`src/rtl/plm_pkg.sv`:
```
package plm_pkg;

  // Strobes from control to datapath, valid for one cycle
  typedef struct packed {
    logic lvlLoad;    // load a new level
    logic lvlFromHit; // new level comes from the encoder, not cmdArg
    logic enSet;      // set enable bit cmdArg
    logic enClr;      // clear enable bit cmdArg
    logic vecLoad;    // capture a new vector
    logic rspLoad;    // a command was taken this cycle
    logic rspNone;    // check found nothing
    logic rspErr;     // enable/disable argument out of range
  } plm_strb_t;

endpackage

```
`src/rtl/plm_prio_enc.sv`:
```
module plm_prio_enc #(
  parameter int NUM_SRC = 8,
  parameter int FIRST_BIT = 0,
  parameter logic [NUM_SRC-1:0] VALID_MASK = '1,
  localparam int LW = $clog2(NUM_SRC + 1)
) (
  input  logic [NUM_SRC-1:0] pendIn,
  output logic               hit,
  output logic [LW-1:0]      hitIdx
);

  logic [NUM_SRC-1:0] scanWord;

  assign scanWord = pendIn & VALID_MASK;

  // Walk downward so the last match written is the lowest set bit
  always_comb begin
    hit = 1'b0;
    hitIdx = '0;
    for (int i = NUM_SRC - 1; i >= FIRST_BIT; i--) begin
      if (scanWord[i]) begin
        hit = 1'b1;
        hitIdx = LW'(i);
      end
    end
  end

endmodule

```
`src/rtl/plm_ctrl.sv`:
```
module plm_ctrl
  import plm_pkg::*;
#(
  parameter int NUM_SRC = 8,
  parameter int ARG_W = 8
) (
  input  logic             cmdCheck,
  input  logic             cmdAck,
  input  logic             cmdEnable,
  input  logic             cmdDisable,
  input  logic             cmdSetLevel,
  input  logic [ARG_W-1:0] cmdArg,
  input  logic             hit,
  output plm_strb_t        strb
);

  logic argIsLevel;
  logic argIsSrc;

  assign argIsLevel = cmdArg <= ARG_W'(NUM_SRC);
  assign argIsSrc   = cmdArg <  ARG_W'(NUM_SRC);

  always_comb begin
    strb = '0;
    strb.rspLoad = cmdCheck | cmdAck | cmdEnable | cmdDisable | cmdSetLevel;
    if (cmdCheck) begin
      if (hit) begin
        strb.lvlLoad = 1'b1;
        strb.lvlFromHit = 1'b1;
        strb.vecLoad = 1'b1;
      end else begin
        strb.rspNone = 1'b1;
      end
    end else if (cmdAck || cmdSetLevel) begin
      strb.lvlLoad = argIsLevel;
    end else if (cmdEnable) begin
      strb.enSet = argIsSrc;
      strb.rspErr = !argIsSrc;
    end else if (cmdDisable) begin
      strb.enClr = argIsSrc;
      strb.rspErr = !argIsSrc;
    end
  end

endmodule

```
`src/rtl/plm_dpath.sv`:
```
module plm_dpath
  import plm_pkg::*;
#(
  parameter int NUM_SRC = 8,
  parameter int ARG_W = 8,
  parameter int VW = 8,
  parameter int VEC_BASE = 0,
  localparam int LW = $clog2(NUM_SRC + 1)
) (
  input  logic               clk,
  input  logic               rstN,
  input  plm_strb_t          strb,
  input  logic [ARG_W-1:0]   cmdArg,
  input  logic [LW-1:0]      hitIdx,
  input  logic               tblWrEn,
  input  logic [LW-1:0]      tblIdx,
  input  logic [NUM_SRC-1:0] tblData,
  output logic [NUM_SRC-1:0] maskOut,
  output logic [LW-1:0]      levelOut,
  output logic               rspValid,
  output logic               rspNone,
  output logic               rspErr,
  output logic [LW-1:0]      rspPrevLevel,
  output logic [VW-1:0]      rspVector
);

  logic [NUM_SRC:0][NUM_SRC-1:0] tblQ;
  logic [LW-1:0]      levelQ;
  logic [LW-1:0]      levelNext;
  logic [NUM_SRC-1:0] enQ;
  logic [NUM_SRC-1:0] enBit;
  logic [LW-1:0]      argLvl;

  assign argLvl = cmdArg[LW-1:0];

  // Level table: row 0 is tied to zero, the others are written one at a time
  for (genvar g = 0; g <= NUM_SRC; g++) begin : gRow
    if (g == 0) begin : gZero
      assign tblQ[g] = '0;
    end else begin : gReg
      always_ff @(posedge clk or negedge rstN) begin
        if (!rstN) tblQ[g] <= '0;
        else if (tblWrEn && tblIdx == LW'(g)) tblQ[g] <= tblData;
      end
    end
  end

  // One-hot decode of the source argument
  always_comb begin
    enBit = '0;
    for (int i = 0; i < NUM_SRC; i++) begin
      if (argLvl == LW'(i)) enBit[i] = 1'b1;
    end
  end

  assign levelNext = strb.lvlFromHit ? hitIdx : argLvl;

  always_ff @(posedge clk or negedge rstN) begin
    if (!rstN) begin
      levelQ <= '0;
    end else if (strb.lvlLoad) begin
      levelQ <= levelNext;
    end
  end

  always_ff @(posedge clk or negedge rstN) begin
    if (!rstN) begin
      enQ <= '0;
    end else if (strb.enSet) begin
      enQ <= enQ | enBit;
    end else if (strb.enClr) begin
      enQ <= enQ & ~enBit;
    end
  end

  always_ff @(posedge clk or negedge rstN) begin
    if (!rstN) begin
      rspValid <= 1'b0;
      rspNone <= 1'b0;
      rspErr <= 1'b0;
      rspPrevLevel <= '0;
    end else begin
      rspValid <= strb.rspLoad;
      rspNone <= strb.rspNone;
      rspErr <= strb.rspErr;
      if (strb.rspLoad) rspPrevLevel <= levelQ;
    end
  end

  always_ff @(posedge clk or negedge rstN) begin
    if (!rstN) begin
      rspVector <= '0;
    end else if (strb.vecLoad) begin
      rspVector <= VW'(hitIdx) + VW'(VEC_BASE);
    end
  end

  assign maskOut = tblQ[levelQ] & enQ;
  assign levelOut = levelQ;

endmodule

```
`src/rtl/prio_level_mgr.sv`:
```
module prio_level_mgr
  import plm_pkg::*;
#(
  parameter int NUM_SRC = 8,
  parameter int FIRST_BIT = 0,
  parameter logic [NUM_SRC-1:0] VALID_MASK = '1,
  parameter int VEC_BASE = 0,
  parameter int VW = 8,
  parameter int ARG_W = 8,
  localparam int LW = $clog2(NUM_SRC + 1)
) (
  input  logic               clk,
  input  logic               rstN,
  input  logic               cmdCheck,
  input  logic               cmdAck,
  input  logic               cmdEnable,
  input  logic               cmdDisable,
  input  logic               cmdSetLevel,
  input  logic [ARG_W-1:0]   cmdArg,
  input  logic               tblWrEn,
  input  logic [LW-1:0]      tblIdx,
  input  logic [NUM_SRC-1:0] tblData,
  input  logic [NUM_SRC-1:0] pendIn,
  output logic [NUM_SRC-1:0] maskOut,
  output logic [LW-1:0]      levelOut,
  output logic               rspValid,
  output logic               rspNone,
  output logic               rspErr,
  output logic [LW-1:0]      rspPrevLevel,
  output logic [VW-1:0]      rspVector
);

  plm_strb_t     strb;
  logic          hit;
  logic [LW-1:0] hitIdx;

  plm_prio_enc #(
    .NUM_SRC(NUM_SRC), .FIRST_BIT(FIRST_BIT), .VALID_MASK(VALID_MASK)
  ) uEnc (
    .pendIn(pendIn), .hit(hit), .hitIdx(hitIdx)
  );

  plm_ctrl #(.NUM_SRC(NUM_SRC), .ARG_W(ARG_W)) uCtrl (
    .cmdCheck(cmdCheck), .cmdAck(cmdAck), .cmdEnable(cmdEnable),
    .cmdDisable(cmdDisable), .cmdSetLevel(cmdSetLevel),
    .cmdArg(cmdArg), .hit(hit), .strb(strb)
  );

  plm_dpath #(
    .NUM_SRC(NUM_SRC), .ARG_W(ARG_W), .VW(VW), .VEC_BASE(VEC_BASE)
  ) uDp (
    .clk(clk), .rstN(rstN), .strb(strb), .cmdArg(cmdArg), .hitIdx(hitIdx),
    .tblWrEn(tblWrEn), .tblIdx(tblIdx), .tblData(tblData),
    .maskOut(maskOut), .levelOut(levelOut), .rspValid(rspValid),
    .rspNone(rspNone), .rspErr(rspErr), .rspPrevLevel(rspPrevLevel),
    .rspVector(rspVector)
  );

endmodule

```
`config.mk`:
```
export PLATFORM = sky130hd
export DESIGN_NAME = prio_level_mgr
export DESIGN_NICKNAME = d
export VERILOG_FILES = /design/src/rtl/plm_pkg.sv /design/src/rtl/plm_prio_enc.sv /design/src/rtl/plm_ctrl.sv /design/src/rtl/plm_dpath.sv /design/src/rtl/prio_level_mgr.sv
export SDC_FILE = /design/constraint.sdc
export NUM_CORES = 1
export LEC_CHECK = 0
export CAP_MARGIN = 40
export CORE_UTILIZATION = 49
export CTS_CLUSTER_DIAMETER = 120
export DETAILED_ROUTE_END_ITERATION = 16
export HOLD_SLACK_MARGIN = 0.15
export PLACE_DENSITY = 0.84
export SKIP_CTS_REPAIR_TIMING = 1
export SLEW_MARGIN = 10
export SYNTH_ARGS = -nofsm -noshare
export SYNTH_HDL_FRONTEND = slang
export SYNTH_SLANG_ARGS = --single-unit
```
`constraint.sdc`:
```
create_clock -name clk -period 2.07 [get_ports clk]
set_input_delay 0.3105 -clock clk [delete_from_list [all_inputs] [get_ports clk]]
set_output_delay 0.3105 -clock clk [all_outputs]
set_load 0.005 [all_outputs]
```
; ---- After elaboration in Yosys (flattened, before gate mapping)
; Cells that the tools add are included.
[classes]
n_addsub = 0
n_mul = 0
div_mod_pow = 0
n_lt_le_gt_ge = 3
n_eq_ne = 15
shifts = 0
n_mux = 46
n_bitwise = 8
reduce_logical = 12
[op_table]
columns = cell, n
row1 = 8-bit binary-select mux with 4-bit select, 1
row2 = 4-bit by 3-bit equality test with 1-bit output (second input constant), 8
row3 = 1-bit two-way mux, 30
row4 = 3-bit two-way mux, 8
row5 = 8-bit two-way mux, 3
row6 = 8-bit bitwise AND, 2
row7 = 4-bit by 2-bit equality test with 1-bit output (second input constant), 4
row8 = 4-bit by 1-bit equality test with 1-bit output (second input constant), 2
row9 = 8-bit by 4-bit <= comparator with 1-bit output (second input constant), 1
row10 = 1-bit logical AND, 8
row11 = 8-bit by 4-bit less-than comparator with 1-bit output (second input constant), 1
row12 = 8-bit inverter, 1
row13 = 8-bit OR, 1
row14 = 2-bit two-way mux, 3
row15 = 4-bit by 5-bit less-than comparator with 1-bit output (second input constant), 1
row16 = 4-bit equality test (second input constant), 1
row17 = 4-bit zero test, 1
row18 = 4-bit two-way mux, 1
row19 = 1-bit OR, 4
row20 = 2-bit nonzero test, 1
row21 = 1-bit zero test, 1
row22 = 1-bit logical OR, 1
[word_totals]
register_bits = 87
latchBits = 0
ramBits = 0
rom_bits = 0
inputBits = 36
output_inout_bits = 27
word_cells = 99
n_memories = 0

; ---- Longest topological paths before layout
[depth]
ltp_word = 11
ltp_mapped = 6
ltp_nobuf = 4

; ---- Hierarchy
; A second synthesis with hierarchy kept.
[hier_totals]
cells_unflattened = 321
hier_area_um2 = 4276.6
[by_module_without_submodules]
columns = module, n_inst, cells_per_inst, area_each_um2, seq_area_each_um2
row1 = plm_dpath, 1, 291, 4068.9, 2177.1
row2 = plm_ctrl, 1, 15, 116.4, 0.0
row3 = plm_prio_enc, 1, 15, 91.3, 0.0

; ---- Least setup slack after synthesis
; Ideal clock, no wire load.
[synth_timing]
path_kind = input -> register
start = input cmdArg[7]
end = register with a tool-made name
setup_ns = 0.125
arrival_ns = 1.977
t_required_ns = 1.945
slack_ns = -0.032
path_stages = 4
path_buffers = 0
path_cell_list = or4_4 or4b_4 nor4b_2 mux2_2
[synth_rtl]
columns = element, line_no
row1 = start: declaration, prio_level_mgr.sv:19  ; input logic [ARG_W-1:0] cmdArg,

; ---- Final worst setup path
[layout_timing]
start = register uDp.levelQ[0] (netlist: uDp.levelOut[0])
end = output maskOut[4]
[layout_via]
elab_chain_cells = 3
[layout_lines]
columns = element, line_no
row1 = start: declaration, plm_dpath.sv:28  ; logic [LW-1:0] levelQ;
row2 = start signal: assignment, plm_dpath.sv:62  ; levelQ <= levelNext;
row3 = 8-bit binary-select mux with 4-bit select, plm_dpath.sv:98  ; assign maskOut = tblQ[levelQ] & enQ;
row4 = 8-bit two-way mux (implied by the code), plm_dpath.sv:98
row5 = 8-bit bitwise AND, plm_dpath.sv:98
row6 = end: declaration, prio_level_mgr.sv:24  ; output logic [NUM_SRC-1:0] maskOut,
; No other way between the ends. The select of a mux whose other input is x is not followed.

==> summary.txt <==
Worst setup path
  • Worst setup startpoint: uDp.levelOut[0]
  • Worst EP arrival: 2030 ps
  • Slowest cell on crit path: dfrtp_2
  • Max FO, Critical Path: 8
  • Crit-path cells: buf_12 -> buf_6 -> nor2_4 -> buf_4 -> a221oi_1 -> o41ai_1 -> buf_2
  • FF-to-FF setup slack: 910 ps
  • Critical Path Start Type: flop
  • CP required: about 1800 ps
  • Critical path buffers and inverters: 4
  • CP max stage delay: roughly 470 ps
  • RR Startpoint: uDp.levelOut[1]
  • Worst path top cell family by delay: buffers and inverters
  • CP endpoint kind: primary output
  • WS Path Type: reg -> out

Layout
  • Antenna diode count: 0
  • Utilization after layout: approximately 70%
  • Layout cells sized above 1: 46.9%
  • Layout filler cell count: 519
  • Final nets: 445
  • Area grow syn2layout: 35.4%

Floorplanning
  • Core area: 7890 um2
  • I/O Pins: 63
  • Die H: 93.4 um
  • Die W: 93.4 um
  • Initial core utilization: around half
  • Die area: 8730 um2
  • Site row count: 32

Placed design
  • GP Congestion: 0.793
  • Post-DP HPWL: 6720 um
  • Setup WS pre-CTS: -454 ps
  • # port buffers: 57

Timing
  • Setup ws final: -269 ps
  • Worst rel slew slack: between 60% and 70%
  • Pins Over Slew Limit: 0
  • Final setup violation count: 8
  • Post-layout min period: about 2300 ps
  • TNS Setup: -1780 ps
  • Unrepaired setup endpoints after global routing: yes
  • F_max: 427 MHz
  • Final Hold Viols: 0
  • Final Cycle Share: 113%
  • Worst-Margin Slew: 543 ps
  • Setup Skew: 8.84 ps

Synth
  • Most frequent cells after synthesis: dfrtp_1, mux2_2, inv_1
  • Synth Flop Type: dfrtp_1
  • Post-Synthesis Cells: just over 300
  • Mapped Area: 4100 um2
  • Synthesized area per cell: approximately 13 um2
  • Warnings from Yosys: 0
  • EDFF count, synth: 0
  • Synth area leaders: dfrtp_1, mux2_2, mux4_2
  • Asr flop ratio synth: 100%
  • Synth Register Bits: 86
  • Seq/Total Area, Yosys: 52.6%
  • Largest area contributor in the netlist: dfrtp_1
  • Count leader, synth: dfrtp_1
  • Top cell type's share of synthesized area: a little over half
  • Post-synth cell types: 39

Power and ir drop
  • P_leak: 2.42 nW
  • Pwr/cell area: 785 nW/um2
  • Worst vdd ir: 0.354 mV

Global routing
  • Number of global-route vias before repair: 3022
  • Initial antenna violation count: 0
  • Congestion Overflow GR: 0
  • Largest net degree at the start of global routing: 60
  • First-pass GRT wire length: about 15000 um
  • Global-route usage over all layers: 22.7%

CTS
  • Num CTS Buffers: 9
  • Clock Path Buffers: 2
  • Clk sink count: 86
  • Clock Latency Late Sink: 360 ps
  • CTS tree: built
  • Clock root cell: clkbuf_8
  • Clock transition at path regs: around 90 ps
  • H-tree levels: 3

Run status
  • Outcome: finished with violations
  • Failing checks: setup timing

Drt
  • Detail Route Antenna Nets: 0
  • DR WL/cell: 19.4 um
  • Post-Route WL: about 10000 um
  • Via total after detailed routing: 3000
  • # DRC: 0
  • Via density: 5.81
  • Drt pass-1 iters: 4
  • 1st-iter DRT viols: slightly below 200

Job
  • Max-cap viol count: 0

Worst hold path
  • Worst Hold Class: in -> async
## cell families (layout without fill, tap and decap cells)
logic type	after synthesis	after routing	share of synthesized area [%]
compound gates	29	29	5.41
flops	86	86	52.6
buf+inv	36	137	3.82
other cells	1	5	0.0916
mux	96	96	28.4
simple gates	61	61	9.69
## stage by stage
stage / cell area [um2] / hold slack, ps / power [mW] / cells
3_5_place_dp: 5070 / 255 / 3.00 / 492
6_report: 5540 / 408 / 4.35 / 516
2_1_floorplan: 4120 / 14.9 / 2.63 / 313
5_1_grt: 5540 / 431 / 4.53 / 516
4_1_cts: 5290 / -141 / 4.24 / 508
3_3_place_gp: 5070 / 249 / 2.92 / 492
## flip-flops by register name, indices dropped and copies added, names as in the netlist, named ones only
signal / cells
uDp.rspVector: 3
uDp.rspErr: 1
uDp.tblQ: 64
uDp.rspNone: 1
uDp.levelOut: 4
uDp.rspPrevLevel: 4
uDp.rspValid: 1
## final timing paths
| kind | depth (start not counted) | to |
|---|---|---|
| worst max-delay path | 7 | maskOut[4] |
| worst min-delay path | 2 | uDp.rspVector[2] |
| worst max register to register | 4 | uDp.levelOut[1] |
| worst min register to register | 1 | uDp.tblQ[55] |
| max in group asynchronous | 3 | uDp.tblQ[19] |
| min in group clk | 1 | uDp.tblQ[55] |
## power breakdown
group / switching, mW / internal (mW)
logic: 0.365 / 0.568
registers: 0.178 / 1.99
clock network: 0.619 / 0.636
## area by class of cell
| cell class | count | area (um2) | share of cell area (%) |
|---|---|---|---|
| well taps | 102 | 128 | 2.30 |
| clock buffers | 11 | 151 | 2.73 |
| multi-input cells | 191 | 1970 | 35.6 |
| clock inverters | 5 | 65.1 | 1.17 |
| flip-flops and latches | 86 | 2150 | 38.9 |
| inverters | 14 | 52.6 | 0.948 |
| repair buffers | 107 | 1020 | 18.4 |
## layout by cell type (no fill, tap or decap), drive strengths merged, types with 5 or more instances in the layout
cell and count:
a221oi 7, buf 57, clkbuf 12, clkdlybuf4s50 44, conb 5, dfrtp 86, inv 16, mux2 83
mux2i 5, mux4 8, nand2 5, nand3 9, nor2 10, nor2b 8, o41ai 8
## per-layer routing
metal	up-vias	share of wire (%)	routed length [um]	track usage, %
met5	-	0	0	0
li1	1336	-	-	-
met3	23	4.7	472	4.39
met2	100	49	4940	38.4
met4	0	2.1	212	8.59
met1	1541	44	4380	29.0
No activity file was read; power rests on OpenSTA's default activity.
